<file path="config.mk">
export PLATFORM = sky130hd
export DESIGN_NAME = brn_resolve
export DESIGN_NICKNAME = d
export VERILOG_FILES = /design/src/rtl/brn_pkg.sv /design/src/rtl/brn_cond_eval.sv /design/src/rtl/brn_target_gen.sv /design/src/rtl/brn_predict.sv /design/src/rtl/brn_resolve.sv
export SDC_FILE = /design/constraint.sdc
export NUM_CORES = 1
export LEC_CHECK = 0
export CORE_MARGIN = 1
export CORE_UTILIZATION = 48
export DETAILED_ROUTE_END_ITERATION = 8
export HOLD_SLACK_MARGIN = 0.05
export PLACE_DENSITY_LB_ADDON = 0.25
export SKIP_CTS_REPAIR_TIMING = 1
export SLEW_MARGIN = 5
export SYNTH_ARGS = -nofsm -noshare
export SYNTH_HDL_FRONTEND = slang
export SYNTH_SLANG_ARGS = --single-unit
</file>
<file path="constraint.sdc">
create_clock -name clk -period 6.1 [get_ports clk]
set_input_delay 0.61 -clock clk [delete_from_list [all_inputs] [get_ports clk]]
set_output_delay 0.61 -clock clk [all_outputs]
set_load 0.02 [all_outputs]
</file>
<file path="src/rtl/brn_pkg.sv">
package brn_pkg;
   typedef enum logic [1:0] {
      BK_JUMP      = 2'd0,
      BK_COND_DISP = 2'd1,
      BK_COND_CTR  = 2'd2,
      BK_COND_LR   = 2'd3
   } brn_kind_e;

   localparam int BO_W        = 5;
   localparam int BO_SKIP_CR  = 4;
   localparam int BO_CR_VAL   = 3;
   localparam int BO_SKIP_CNT = 2;
   localparam int BO_CNT_ZERO = 1;
   localparam int BO_FLIP     = 0;
endpackage

</file>
<file path="src/rtl/brn_cond_eval.sv">
module brn_cond_eval
   import brn_pkg::*;
#(
   parameter int AW  = 32,
   parameter int CRW = 32,
   localparam int BIW = $clog2(CRW)
) (
   input  brn_kind_e       kind,
   input  logic [BO_W-1:0] bo,
   input  logic [BIW-1:0]  bi,
   input  logic [CRW-1:0]  cr,
   input  logic [AW-1:0]   ctr,
   output logic            cond_ok,
   output logic            ctr_upd,
   output logic [AW-1:0]   ctr_dec,
   output logic            bad_form
);
   logic is_cond, cr_pass, cnt_pass, want_dec;

   always_comb begin
      is_cond  = (kind != BK_JUMP);
      want_dec = is_cond && !bo[BO_SKIP_CNT];
      bad_form = (kind == BK_COND_CTR) && !bo[BO_SKIP_CNT];
      ctr_dec  = ctr - AW'(1);
      ctr_upd  = want_dec && !bad_form;
      cr_pass  = bo[BO_SKIP_CR] || (cr[bi] == bo[BO_CR_VAL]);
      if (bo[BO_SKIP_CNT])
         cnt_pass = 1'b1;
      else if (bo[BO_CNT_ZERO])
         cnt_pass = (ctr_dec == '0);
      else
         cnt_pass = (ctr_dec != '0);
      cond_ok = !is_cond || (!bad_form && cr_pass && cnt_pass);
   end
endmodule

</file>
<file path="src/rtl/brn_target_gen.sv">
module brn_target_gen
   import brn_pkg::*;
#(
   parameter int AW         = 32,
   parameter int ALIGN_BITS = 2,
   parameter int INSN_BYTES = 4
) (
   input  brn_kind_e     kind,
   input  logic [AW-1:0] pc,
   input  logic [AW-1:0] disp,
   input  logic          abs_mode,
   input  logic [AW-1:0] ctr,
   input  logic [AW-1:0] lr,
   output logic [AW-1:0] target,
   output logic [AW-1:0] seq_pc
);
   localparam logic [AW-1:0] STEP = AW'(INSN_BYTES);
   logic [AW-1:0] raw;

   always_comb begin
      seq_pc = pc + STEP;
      unique case (kind)
         BK_COND_CTR: raw = ctr;
         BK_COND_LR:  raw = lr;
         default:     raw = abs_mode ? disp : (pc + disp);
      endcase
   end

   generate
      if (ALIGN_BITS > 0) begin : g_align
         assign target = {raw[AW-1:ALIGN_BITS], {ALIGN_BITS{1'b0}}};
      end else begin : g_noalign
         assign target = raw;
      end
   endgenerate
endmodule

</file>
<file path="src/rtl/brn_predict.sv">
module brn_predict
   import brn_pkg::*;
(
   input  brn_kind_e       kind,
   input  logic [BO_W-1:0] bo,
   input  logic            disp_neg,
   output logic            hint
);
   logic dflt;
   always_comb begin
      dflt = ((kind == BK_JUMP) || (kind == BK_COND_DISP)) && disp_neg;
      hint = dflt ^ bo[BO_FLIP];
   end
endmodule

</file>
<file path="src/rtl/brn_resolve.sv">
module brn_resolve
   import brn_pkg::*;
#(
   parameter int AW         = 32,
   parameter int CRW        = 32,
   parameter int ALIGN_BITS = 2,
   parameter int INSN_BYTES = 4,
   localparam int BIW = $clog2(CRW)
) (
   input  logic            clk,
   input  logic            rst_n,
   input  logic            br_valid_i,
   input  logic [AW-1:0]   pc_i,
   input  logic [1:0]      kind_i,
   input  logic [4:0]      bo_i,
   input  logic [BIW-1:0]  bi_i,
   input  logic [AW-1:0]   disp_i,
   input  logic            abs_i,
   input  logic            link_i,
   input  logic [CRW-1:0]  cr_i,
   input  logic [AW-1:0]   ctr_i,
   input  logic [AW-1:0]   lr_i,
   output logic            res_valid_o,
   output logic            taken_o,
   output logic [AW-1:0]   next_pc_o,
   output logic            ctr_we_o,
   output logic [AW-1:0]   ctr_o,
   output logic            lr_we_o,
   output logic [AW-1:0]   lr_o,
   output logic            hint_o,
   output logic            bad_form_o
);
   generate
      if (AW < 8) begin : g_bad_aw
         $error("brn_resolve: AW must be at least 8");
      end
      if (CRW != (1 << BIW)) begin : g_bad_crw
         $error("brn_resolve: CRW must be a power of two");
      end
      if (ALIGN_BITS < 0 || ALIGN_BITS >= AW) begin : g_bad_align
         $error("brn_resolve: ALIGN_BITS out of range");
      end
   endgenerate

   brn_kind_e     kind;
   logic          cond_ok, ctr_upd, bad_form, hint;
   logic [AW-1:0] ctr_dec, target, seq_pc;

   assign kind = brn_kind_e'(kind_i);

   brn_cond_eval #(.AW(AW), .CRW(CRW)) u_cond (
      .kind(kind), .bo(bo_i), .bi(bi_i), .cr(cr_i), .ctr(ctr_i),
      .cond_ok(cond_ok), .ctr_upd(ctr_upd), .ctr_dec(ctr_dec),
      .bad_form(bad_form)
   );

   brn_target_gen #(.AW(AW), .ALIGN_BITS(ALIGN_BITS), .INSN_BYTES(INSN_BYTES)) u_tgt (
      .kind(kind), .pc(pc_i), .disp(disp_i), .abs_mode(abs_i),
      .ctr(ctr_i), .lr(lr_i), .target(target), .seq_pc(seq_pc)
   );

   brn_predict u_pred (
      .kind(kind), .bo(bo_i), .disp_neg(disp_i[AW-1]), .hint(hint)
   );

   always_ff @(posedge clk) begin
      if (!rst_n) begin
         res_valid_o <= 1'b0;
         taken_o     <= 1'b0;
         next_pc_o   <= '0;
         ctr_we_o    <= 1'b0;
         ctr_o       <= '0;
         lr_we_o     <= 1'b0;
         lr_o        <= '0;
         hint_o      <= 1'b0;
         bad_form_o  <= 1'b0;
      end else begin
         res_valid_o <= br_valid_i;
         taken_o     <= br_valid_i && cond_ok;
         next_pc_o   <= !br_valid_i ? '0 : (cond_ok ? target : seq_pc);
         ctr_we_o    <= br_valid_i && ctr_upd;
         ctr_o       <= br_valid_i ? ctr_dec : '0;
         lr_we_o     <= br_valid_i && link_i;
         lr_o        <= br_valid_i ? seq_pc : '0;
         hint_o      <= br_valid_i && hint;
         bad_form_o  <= br_valid_i && bad_form;
      end
   end
endmodule

</file>
==> results of run 1 <==
-- how the worst max path moves through the flow --
stage / end / slack [ns]
after floorplan: next_pc_o[27]$_SDFF_PN0_ / 2.21
after detailed placement: next_pc_o[7]$_SDFF_PN0_ / 0.92
final: next_pc_o[7]$_SDFF_PN0_ / 1.16
after global placement: next_pc_o[7]$_SDFF_PN0_ / 1.00
after global routing: next_pc_o[7]$_SDFF_PN0_ / 1.01
after CTS: next_pc_o[7]$_SDFF_PN0_ / 1.21
-- layer usage --
layer | part of all wire, % | vias to the layer above
met5 | 0 | -
met4 | 1.9 | 0
met3 | 8.8 | 44
met2 | 46 | 382
met1 | 43 | 3424
li1 | - | 3575
-- tightest hold or removal path, cell delays in order --
cell,delay [ns]
clkdlybuf4s50_1,0.41
o21ai_0,0.07
a21oi_1,0.06
-- area by class of cell --
class                           instances  area, um^2
Inverter                               21        78.8
Sequential cell                       102        2040
Clock inverter                          6        90.1
Multi-Input combinational cell        675        4610
Tap cell                              180         225
Clock buffer                           10         239
Fill cell                            1150        3910
Timing Repair Buffer                  281        2800
-- cells in the final DEF, fill, tap and decap left out, types with 32 or more instances in the layout --
master and n:
nand2_1 58, a21oi_1 52, dfxtp_1 102, o21ai_0 32
nor2_1 99, clkdlybuf4s50_1 275, nor3_1 32, xnor2_1 37
ha_1 33, mux2i_1 40
-- cell families after synthesis --
group / share of synthesized area (%)
and+or+nand+nor: 23.8
adders and majority gates: 5.97
AOI/OAI and AO/OA: 19.2
buffers and inverters: 4.14
DFF: 29.5
muxes: 8.72
xor gates and xnor gates: 8.61
-- state kept, by name (all words and copies together), names as in the netlist --
register / cells
res_valid_o: 1
next_pc_o: 32
lr_we_o: 1
bad_form_o: 1
hint_o: 1
taken_o: 1
lr_o: 32
ctr_we_o: 1
ctr_o: 32
-- synthesized netlist by cell type (3+ instances only) --
cell	count
and3_1	10
or2_2	14
o21a_1	8
nand2_1	59
and4_1	5
o21bai_1	5
clkbuf_1	32
a31oi_1	7
a21boi_0	3
nor4_1	8
nand3_1	26
a211oi_1	3
nor4b_1	3
xor2_1	31
nor2b_1	6
a21oi_1	52
or3_1	12
buf_2	3
buf_6	3
xnor2_1	37
nand3_2	4
o21ai_0	32
dfxtp_1	102
a21o_1	10
and2_1	7
ha_1	33
o211ai_1	8
o221ai_1	5
nand3b_1	3
buf_1	5
mux2i_1	40
o311ai_0	3
o31ai_1	10
nor3b_1	3
inv_1	21
nor3_1	32
nand4_1	16
or4_1	7
nand4b_1	4
a31o_2	5
a21oi_2	4
a22oi_1	7
nor2_1	99
mux2_2	12
a41o_1	3
-- where the power goes --
part	switching [W]	internal (W)
combinational	0.000316	0.000299
clock	0.000267	0.000373
sequential	0.0000103	0.000700
-- stage by stage --
stage | instance area [um^2] | instances | total power [W] | setup WS [ns] | hold slack (ns)
global route | 10100 | 1275 | 0.00205 | 1.01 | 0.852
global placement | 9750 | 1259 | 0.00132 | 1.00 | 1.20
detailed placement | 9750 | 1259 | 0.00133 | 0.922 | 1.21
floorplan | 6920 | 843 | 0.00105 | 2.21 | 0.682
finish | 10100 | 1275 | 0.00196 | 1.16 | 0.846
CTS | 10100 | 1275 | 0.00197 | 1.21 | 0.842
==> results.txt, run 1 <==
RSZ-0062 raised after global routing -> no
Slew Limit Fails -> 0
Synth area leader -> dfxtp_1
CTS Buf Count -> 9
ranking of synthesized cells by area -> dfxtp_1 (30%), ha_1 (6.0%), mux2i_1 (5.8%)
Buf/Inv on CP -> 3
Max Buffers Root-to-Sink -> 2
remaining antenna violation count after routing -> 0
Distinct cells, synth -> 79
Max Cap Violations -> 0
DRC viols -> 0
Antenna diodes -> 0
signal arrival time at the worst endpoint -> 5.22 ns
CP endpoint kind -> flip-flop
YS warnings -> 0
pin count of the biggest net entering global routing -> 93
GPL Wtd Cong -> 0.986
Rows -> 43
layout cells sized above 1 -> 6.76%
CTS tree -> done
cell family with most CP delay -> simple AND/OR/NAND/NOR gates
I/O pin count -> 279
status -> complete, no violations
CP Depth -> 13
Port Buffers -> 276
total grt overflow -> 0
Data required, critical path -> 6.38 ns
DPL Wire Length -> 18300 um
relative slew slack -> 33.9%
crit path from -> ctr_i[0]
CP most frequent cell -> or4_1
synthesized cell area -> 0.00692 mm^2
setup tns final -> 0 ns
DR pass1 iterations -> 5
fin crit share -> 81.0%
Post-Synthesis Cells -> 843
final setup fails -> 0
hold endpoint -> hint_o$_SDFF_PN0_
routed vias/inst -> 5.82
Min Clock Period, post-route -> 4.94 ns
GR Util met2 -> 49.5%
Pleak -> 3.85 nW
Final Hold Vio Count -> 0
crit path max fanout -> 18
hold crit path type -> in2reg
Total GRT Usage -> 31.2%
Syn Area/Cell -> 8.21 um^2
fin util -> 72.0%
Sink Count -> 102
area added between synthesis and finish -> 45.6%
number of flops mapped to enable cells by yosys -> 0
Worst-Margin Slew -> 0.991 ns
met1 usage -> 42.6%
met3 usage -> 6.13%
vias -> 7425
die height -> 122 um
busiest metal layer after global routing -> met2
post-synthesis sequential area ratio -> 29.5%
DRT Wirelength -> 23800 um
largest stage delay on the critical path -> 0.59 ns
H-Tree Depth -> 3
Net Count, Synth -> 1053
crit path max-delay cell type -> clkdlybuf4s50_1
f_max -> 202 MHz
Core ar. -> 0.0140 mm^2
clk slew on worst S/H paths -> 0.07 ns
Die ar. -> 0.0149 mm^2
initial core utilization -> 49.5%
Async SR Flop Fraction -> 0%
share of the synthesized area in the top cell type -> 29.5%
DR WL/cell -> 18.6 um
hold path start -> bo_i[0]
Post-synth top flop -> dfxtp_1
Total Nets Final -> 1300
number of synthesized register bits -> 102
crit path launch type -> input port
die width -> 122 um
Hold Path Depth -> 3
initial antenna violation count -> 0
kind of critical path -> in2reg
drt first-iter violations -> 688
Root Buffer -> clkbuf_16
VDD IR max -> 0.163 mV
vias in the first global route -> 6577
worst path cell trace -> clkdlybuf4s50_1 > inv_1 > ha_1 > or3b_2 > or4_1 > xnor2_1 > or4_1 > a211oi_2 > nand2_1 > o211ai_4 > buf_4 > mux2_2 > nor2_1
P per Cell Area -> 195 mW/mm^2
first-pass GRT wire length -> 35500 um
(Power assumes the default switching activity.)
==> inputs of run 2 (changes only) <==
- CORE_UTILIZATION: 48 -> 44
- clock period: 6.1 -> 4.9 ns (I/O delays scaled with it)
==> run 2 against run 1 <==
  * Clock-buffer cell count down 1
  * Clock power up 26%
  * Critical endpoint unchanged
  * Via count down 0.62%
  * Global-route usage is 1.8 points lower
==> results.txt, run 2 (synthesized netlist as in run 1, its figures left out) <==
Total Nets Final -> 1306 (+0.46%)
Antenna diodes -> 0 (unchanged)
kind of critical path -> in2reg
sequential share of power -> 35.8% (-0.3 points)
combinational share of power -> 31.3% (about the same)
CTS tree -> done
setup tns final -> 0 ns (unchanged)
clk slew on worst S/H paths -> 0.07 ns (about the same)
switching power -> 0.000761 W (+28%)
Port Buffers -> 276 (unchanged)
layout cells sized above 1 -> 7.27% (+0.51 points)
hold path start -> bo_i[0]
Hold Path Depth -> 3 (unchanged)
Die ar. -> 0.0162 mm^2 (+8.9%)
met1 usage -> 39.5% (-3.0 points)
final hold slack -> 0.708 ns (-0.137 ns)
Slew Limit Fails -> 0 (unchanged)
Buf/Inv on CP -> 3 (unchanged)
CTS Buf Count -> 9 (unchanged)
Cell Int Power -> 0.00170 W (+24%)
signal arrival time at the worst endpoint -> 4.54 ns (-0.68 ns)
area added between synthesis and finish -> 47.1%
Layout Cells excl Fill -> 1312 (+2.9%)
status -> complete, no violations
cell family with most CP delay -> simple AND/OR/NAND/NOR gates
fillers -> 1287 (+12%)
Clock Power Share -> 32.8% (+0.2 points)
crit path from -> ctr_i[0]
placed instance count -> 1296 (+2.9%)
f_max -> 235 MHz
hold crit path type -> in2reg
Final Hold Vio Count -> 0 (unchanged)
crit path launch type -> input port
crit path max fanout -> 50 (+32)
Worst-Margin Slew -> 0.799 ns (-0.193 ns)
H-Tree Depth -> 3 (unchanged)
CP endpoint kind -> flip-flop
P per Cell Area -> 242 mW/mm^2 (+24%)
relative slew slack -> 46.3% (+12 points)
first-pass GRT wire length -> 36800 um (+3.5%)
vias -> 7379 (-0.62%)
Core ar. -> 0.0153 mm^2 (+9.1%)
Setup WS pre-CTS -> 0.363 ns (-0.559 ns)
RSZ-0062 raised after global routing -> no
GPL Wtd Cong -> 0.923 (-6.5%)
DRT Wirelength -> 24300 um (+2.3%)
initial core utilization -> 45.3% (-4.1 points)
DR pass1 iterations -> 5 (unchanged)
Switching Share -> 30.9% (+0.71 points)
fin util -> 66.7% (-5.4 points)
fin crit share -> 86.7%
vias in the first global route -> 6777 (+3.0%)
Rows -> 45 (+4.7%)
final setup fails -> 0 (unchanged)
met3 usage -> 6.28% (+0.15 points)
crit path max-delay cell type -> clkdlybuf4s50_1
DPL Wire Length -> 18600 um (+1.7%)
initial antenna violation count -> 0 (unchanged)
remaining antenna violation count after routing -> 0 (unchanged)
most common cell after layout, fill and taps aside -> clkdlybuf4s50_1
drt first-iter violations -> 706 (+2.6%)
Root Buffer -> clkbuf_16
Data required, critical path -> 5.19 ns (-1.19 ns)
die width -> 127 um (+4.4%)
Max Buffers Root-to-Sink -> 2 (unchanged)
CP Depth -> 13 (unchanged)
CP most frequent cell -> or4_1
DR WL/cell -> 18.5 um (-0.61%)
Regs by FF count -> ctr_o (32), lr_o (32), next_pc_o (32)
routed vias/inst -> 5.62 (-3.4%)
final setup margin -> 0.650 ns (-0.509 ns)
Total GRT Usage -> 29.4% (-1.8 points)
GR Util met2 -> 46.8% (-2.8 points)
Pleak -> 3.89 nW (+0.83%)
die height -> 127 um (+4.4%)
pin count of the biggest net entering global routing -> 58 (-38%)
Max Cap Violations -> 0 (unchanged)
I/O pin count -> 279 (unchanged)
VDD IR max -> 0.157 mV (-3.6%)
largest stage delay on the critical path -> 0.55 ns (-0.04 ns)
Sink Count -> 102 (unchanged)
commonest non-fill, non-tap cells in the layout -> clkdlybuf4s50_1 (275), dfxtp_1 (102), nor2_1 (99)
worst path cell trace -> clkdlybuf4s50_1 > inv_1 > ha_1 > or3b_2 > or4_1 > xnor2_1 > or4_1 > a211oi_2 > nand2_1 > o211ai_4 > buf_12 > mux2_2 > nor2_1
total grt overflow -> 0 (unchanged)
busiest metal layer after global routing -> met2
Min Clock Period, post-route -> 4.25 ns
DRC viols -> 0 (unchanged)
-- run 2: area by class of cell --
cell class | count | area (um^2) | share of cell area [%]
tap | 211 | 264 | 2.59
clock buffer | 9 | 225 | 2.21
sequential | 102 | 2040 | 20.1
multi-input combinational | 675 | 4610 | 45.3
timing repair buffer | 287 | 2850 | 28.0
clock inverter | 7 | 105 | 1.03
inverter | 21 | 78.8 | 0.775
-- run 2: per-layer routing --
layer	share of wire [%]	wire, um
met1	43	10400
met2	46	11100
met4	2.3	554
met5	0	0
met3	9.0	2180
-- run 2: path summary, 6_finish.rpt --
check	endpoint	slack, ns
max	next_pc_o[7]$_SDFF_PN0_	0.65
min	hint_o$_SDFF_PN0_	0.71
-- run 2: metrics by stage --
step | power (W) | area (um^2)
2_1_floorplan | 0.00131 | 6920
3_3_place_gp | 0.00165 | 9840
3_5_place_dp | 0.00166 | 9840
4_1_cts | 0.00247 | 10200
5_1_grt | 0.00257 | 10200
6_report | 0.00246 | 10200
-- run 2: power by group through the flow --
stage          logic, W  registers, W  clock network [W]
6_report       0.000773      0.000884           0.000809
5_1_grt        0.000828      0.000887           0.000857
4_1_cts        0.000765      0.000884           0.000821
3_5_place_dp   0.000760      0.000903                  0
3_3_place_gp   0.000752      0.000902                  0
2_1_floorplan  0.000354      0.000956                  0
==> inputs of run 3 (changes only) <==
- CORE_MARGIN: 1 -> 3
==> run 3 against run 2 <==
  * Critical path depth is the same
  * Sequential cell count stayed put
  * Sequential power is essentially flat
  * Wire length rose by 1.1%
  * Non-clock buffer count rose by 1
  * Sequential share of layout area is 0.079 points higher
  * Clock power shrank 14%
  * Largest cell class unchanged
  * Largest power group unchanged
==> results.txt, run 3 (synthesized netlist as in run 1, its figures left out) <==
crit path max fanout -> 50 (unchanged)
setup tns final -> 0 ns (unchanged)
Worst-Margin Slew -> 0.852 ns (+0.0534 ns)
f_max -> 236 MHz (+0.21%)
Port Buffers -> 276 (unchanged)
crit path from -> ctr_i[0]
layout cells sized above 1 -> 7.35% (+0.084 points)
first-pass GRT wire length -> 38100 um (+3.7%)
kind of critical path -> in2reg
Overall Power -> 0.00235 W (-4.5%)
routed vias/inst -> 5.64 (+0.28%)
worst path cell trace -> clkdlybuf4s50_1 > inv_1 > ha_1 > or3b_2 > or4_1 > xnor2_1 > or4_1 > a211oi_2 > nand2_1 > o211ai_4 > buf_12 > mux2_2 > nor2_1
relative slew slack -> 42.7% (-3.6 points)
largest stage delay on the critical path -> 0.56 ns (about the same)
hold endpoint -> bad_form_o$_SDFF_PN0_
vias in the first global route -> 6927 (+2.2%)
status -> complete, no violations
remaining antenna violation count after routing -> 0 (unchanged)
CTS Buf Count -> 9 (unchanged)
pin count of the biggest net entering global routing -> 63 (+8.6%)
I/O pin count -> 279 (unchanged)
Pleak -> 3.87 nW (-0.33%)
DPL Wire Length -> 19200 um (+3.1%)
total grt overflow -> 0 (unchanged)
fin crit share -> 86.6% (-0.18 points)
final setup fails -> 0 (unchanged)
Regs by FF count -> ctr_o (32), lr_o (32), next_pc_o (32)
fin util -> 66.2% (-0.51 points)
CP most frequent cell -> or4_1
die width -> 131 um (+3.1%)
DRT Wirelength -> 24600 um (+1.1%)
area of the multi-input gates -> 0.00461 mm^2 (unchanged)
VDD IR max -> 0.200 mV (+27%)
area added between synthesis and finish -> 46.5%
hold crit path type -> in2reg
Final Hold Vio Count -> 0 (unchanged)
vias -> 7405 (+0.35%)
H-Tree Depth -> 3 (unchanged)
hold path start -> kind_i[0]
RSZ-0062 raised after global routing -> no
Die ar. -> 0.0173 mm^2 (+6.4%)
commonest non-fill, non-tap cells in the layout -> clkdlybuf4s50_1 (275), dfxtp_1 (102), nor2_1 (99)
DRC viols -> 0 (unchanged)
cell family with most CP delay -> simple AND/OR/NAND/NOR gates
Data required, critical path -> 5.19 ns (about the same)
Max Cap Violations -> 0 (unchanged)
P per Cell Area -> 232 mW/mm^2 (-4.1%)
Total Nets Final -> 1307 (+0.077%)
fillers -> 1323 (+2.8%)
Rows -> 45 (unchanged)
initial antenna violation count -> 0 (unchanged)
Buf/Inv on CP -> 3 (unchanged)
drt first-iter violations -> 688 (-2.5%)
Hold Path Depth -> 2 (-1)
Root Buffer -> clkbuf_16
crit path launch type -> input port
DR pass1 iterations -> 5 (unchanged)
signal arrival time at the worst endpoint -> 4.53 ns (about the same)
Slew Limit Fails -> 0 (unchanged)
Core ar. -> 0.0153 mm^2 (+0.37%)
FF+latch area -> 0.00204 mm^2 (unchanged)
CTS tree -> done
GPL Wtd Cong -> 0.986 (+6.9%)
die height -> 131 um (+3.1%)
Total GRT Usage -> 27.4% (-1.9 points)
initial core utilization -> 45.2% (-0.17 points)
CP endpoint kind -> flip-flop
crit path max-delay cell type -> clkdlybuf4s50_1
Sink Count -> 102 (unchanged)
Max Buffers Root-to-Sink -> 2 (unchanged)
Antenna diodes -> 0 (unchanged)
Min Clock Period, post-route -> 4.24 ns (-0.00874 ns)
clk slew on worst S/H paths -> 0.07 ns (about the same)
most common cell after layout, fill and taps aside -> clkdlybuf4s50_1
DR WL/cell -> 18.7 um (+1.0%)
-- run 3: cell count changes in the layout (fill, tap and decap cells not counted), sizes merged --
cell / before / now
buf: 12 / 13
clkinvlp: 1 / 0
clkinv: 2 / 5
bufinv: 2 / 0
-- run 3: worst max path at each step --
stage                     cells past startpoint                       end  slack, ns
final                                        13   next_pc_o[2]$_SDFF_PN0_       0.66
after global routing                         13  next_pc_o[13]$_SDFF_PN0_       0.49
after CTS                                    13   next_pc_o[7]$_SDFF_PN0_       0.75
after detailed placement                     13   next_pc_o[7]$_SDFF_PN0_       0.38
after global placement                       13   next_pc_o[7]$_SDFF_PN0_       0.44
after floorplan                              11  next_pc_o[27]$_SDFF_PN0_       1.13
-- run 3: final cells by class --
cell class	count	area share (%)
clock buffer	9	2.22
multi-input combinational	675	45.5
tap	211	2.60
timing repair buffer	288	28.2
clock inverter	7	0.568
inverter	21	0.778
sequential	102	20.1
-- run 3: metrics by stage --
step | hold WS (ns) | cells | cell area [um^2] | setup WS, ns
after floorplan | 0.562 | 843 | 6920 | 1.13
after global placement | 1.05 | 1297 | 9850 | 0.435
after detailed placement | 1.06 | 1297 | 9850 | 0.382
after CTS | 0.693 | 1313 | 10100 | 0.748
after global routing | 0.747 | 1313 | 10100 | 0.494
final | 0.690 | 1313 | 10100 | 0.659
-- run 3: power by group --
part / leakage [nW] / switching (W) / internal (W)
logic: 2.89 / 0.000396 / 0.000377
clock network: 0.140 / 0.000347 / 0.000352
registers: 0.838 / 0.0000112 / 0.000871
total: 3.87 / 0.000755 / 0.00160
-- run 3: layer usage --
layer / vias up / share of wire [%] / global-route usage (%)
met2: 351 / 45 / 43.2
met5: - / 0 / 0
met4: 0 / 3.0 / 9.92
met3: 51 / 7.2 / 4.40
met1: 3432 / 45 / 38.1
li1: 3571 / - / -
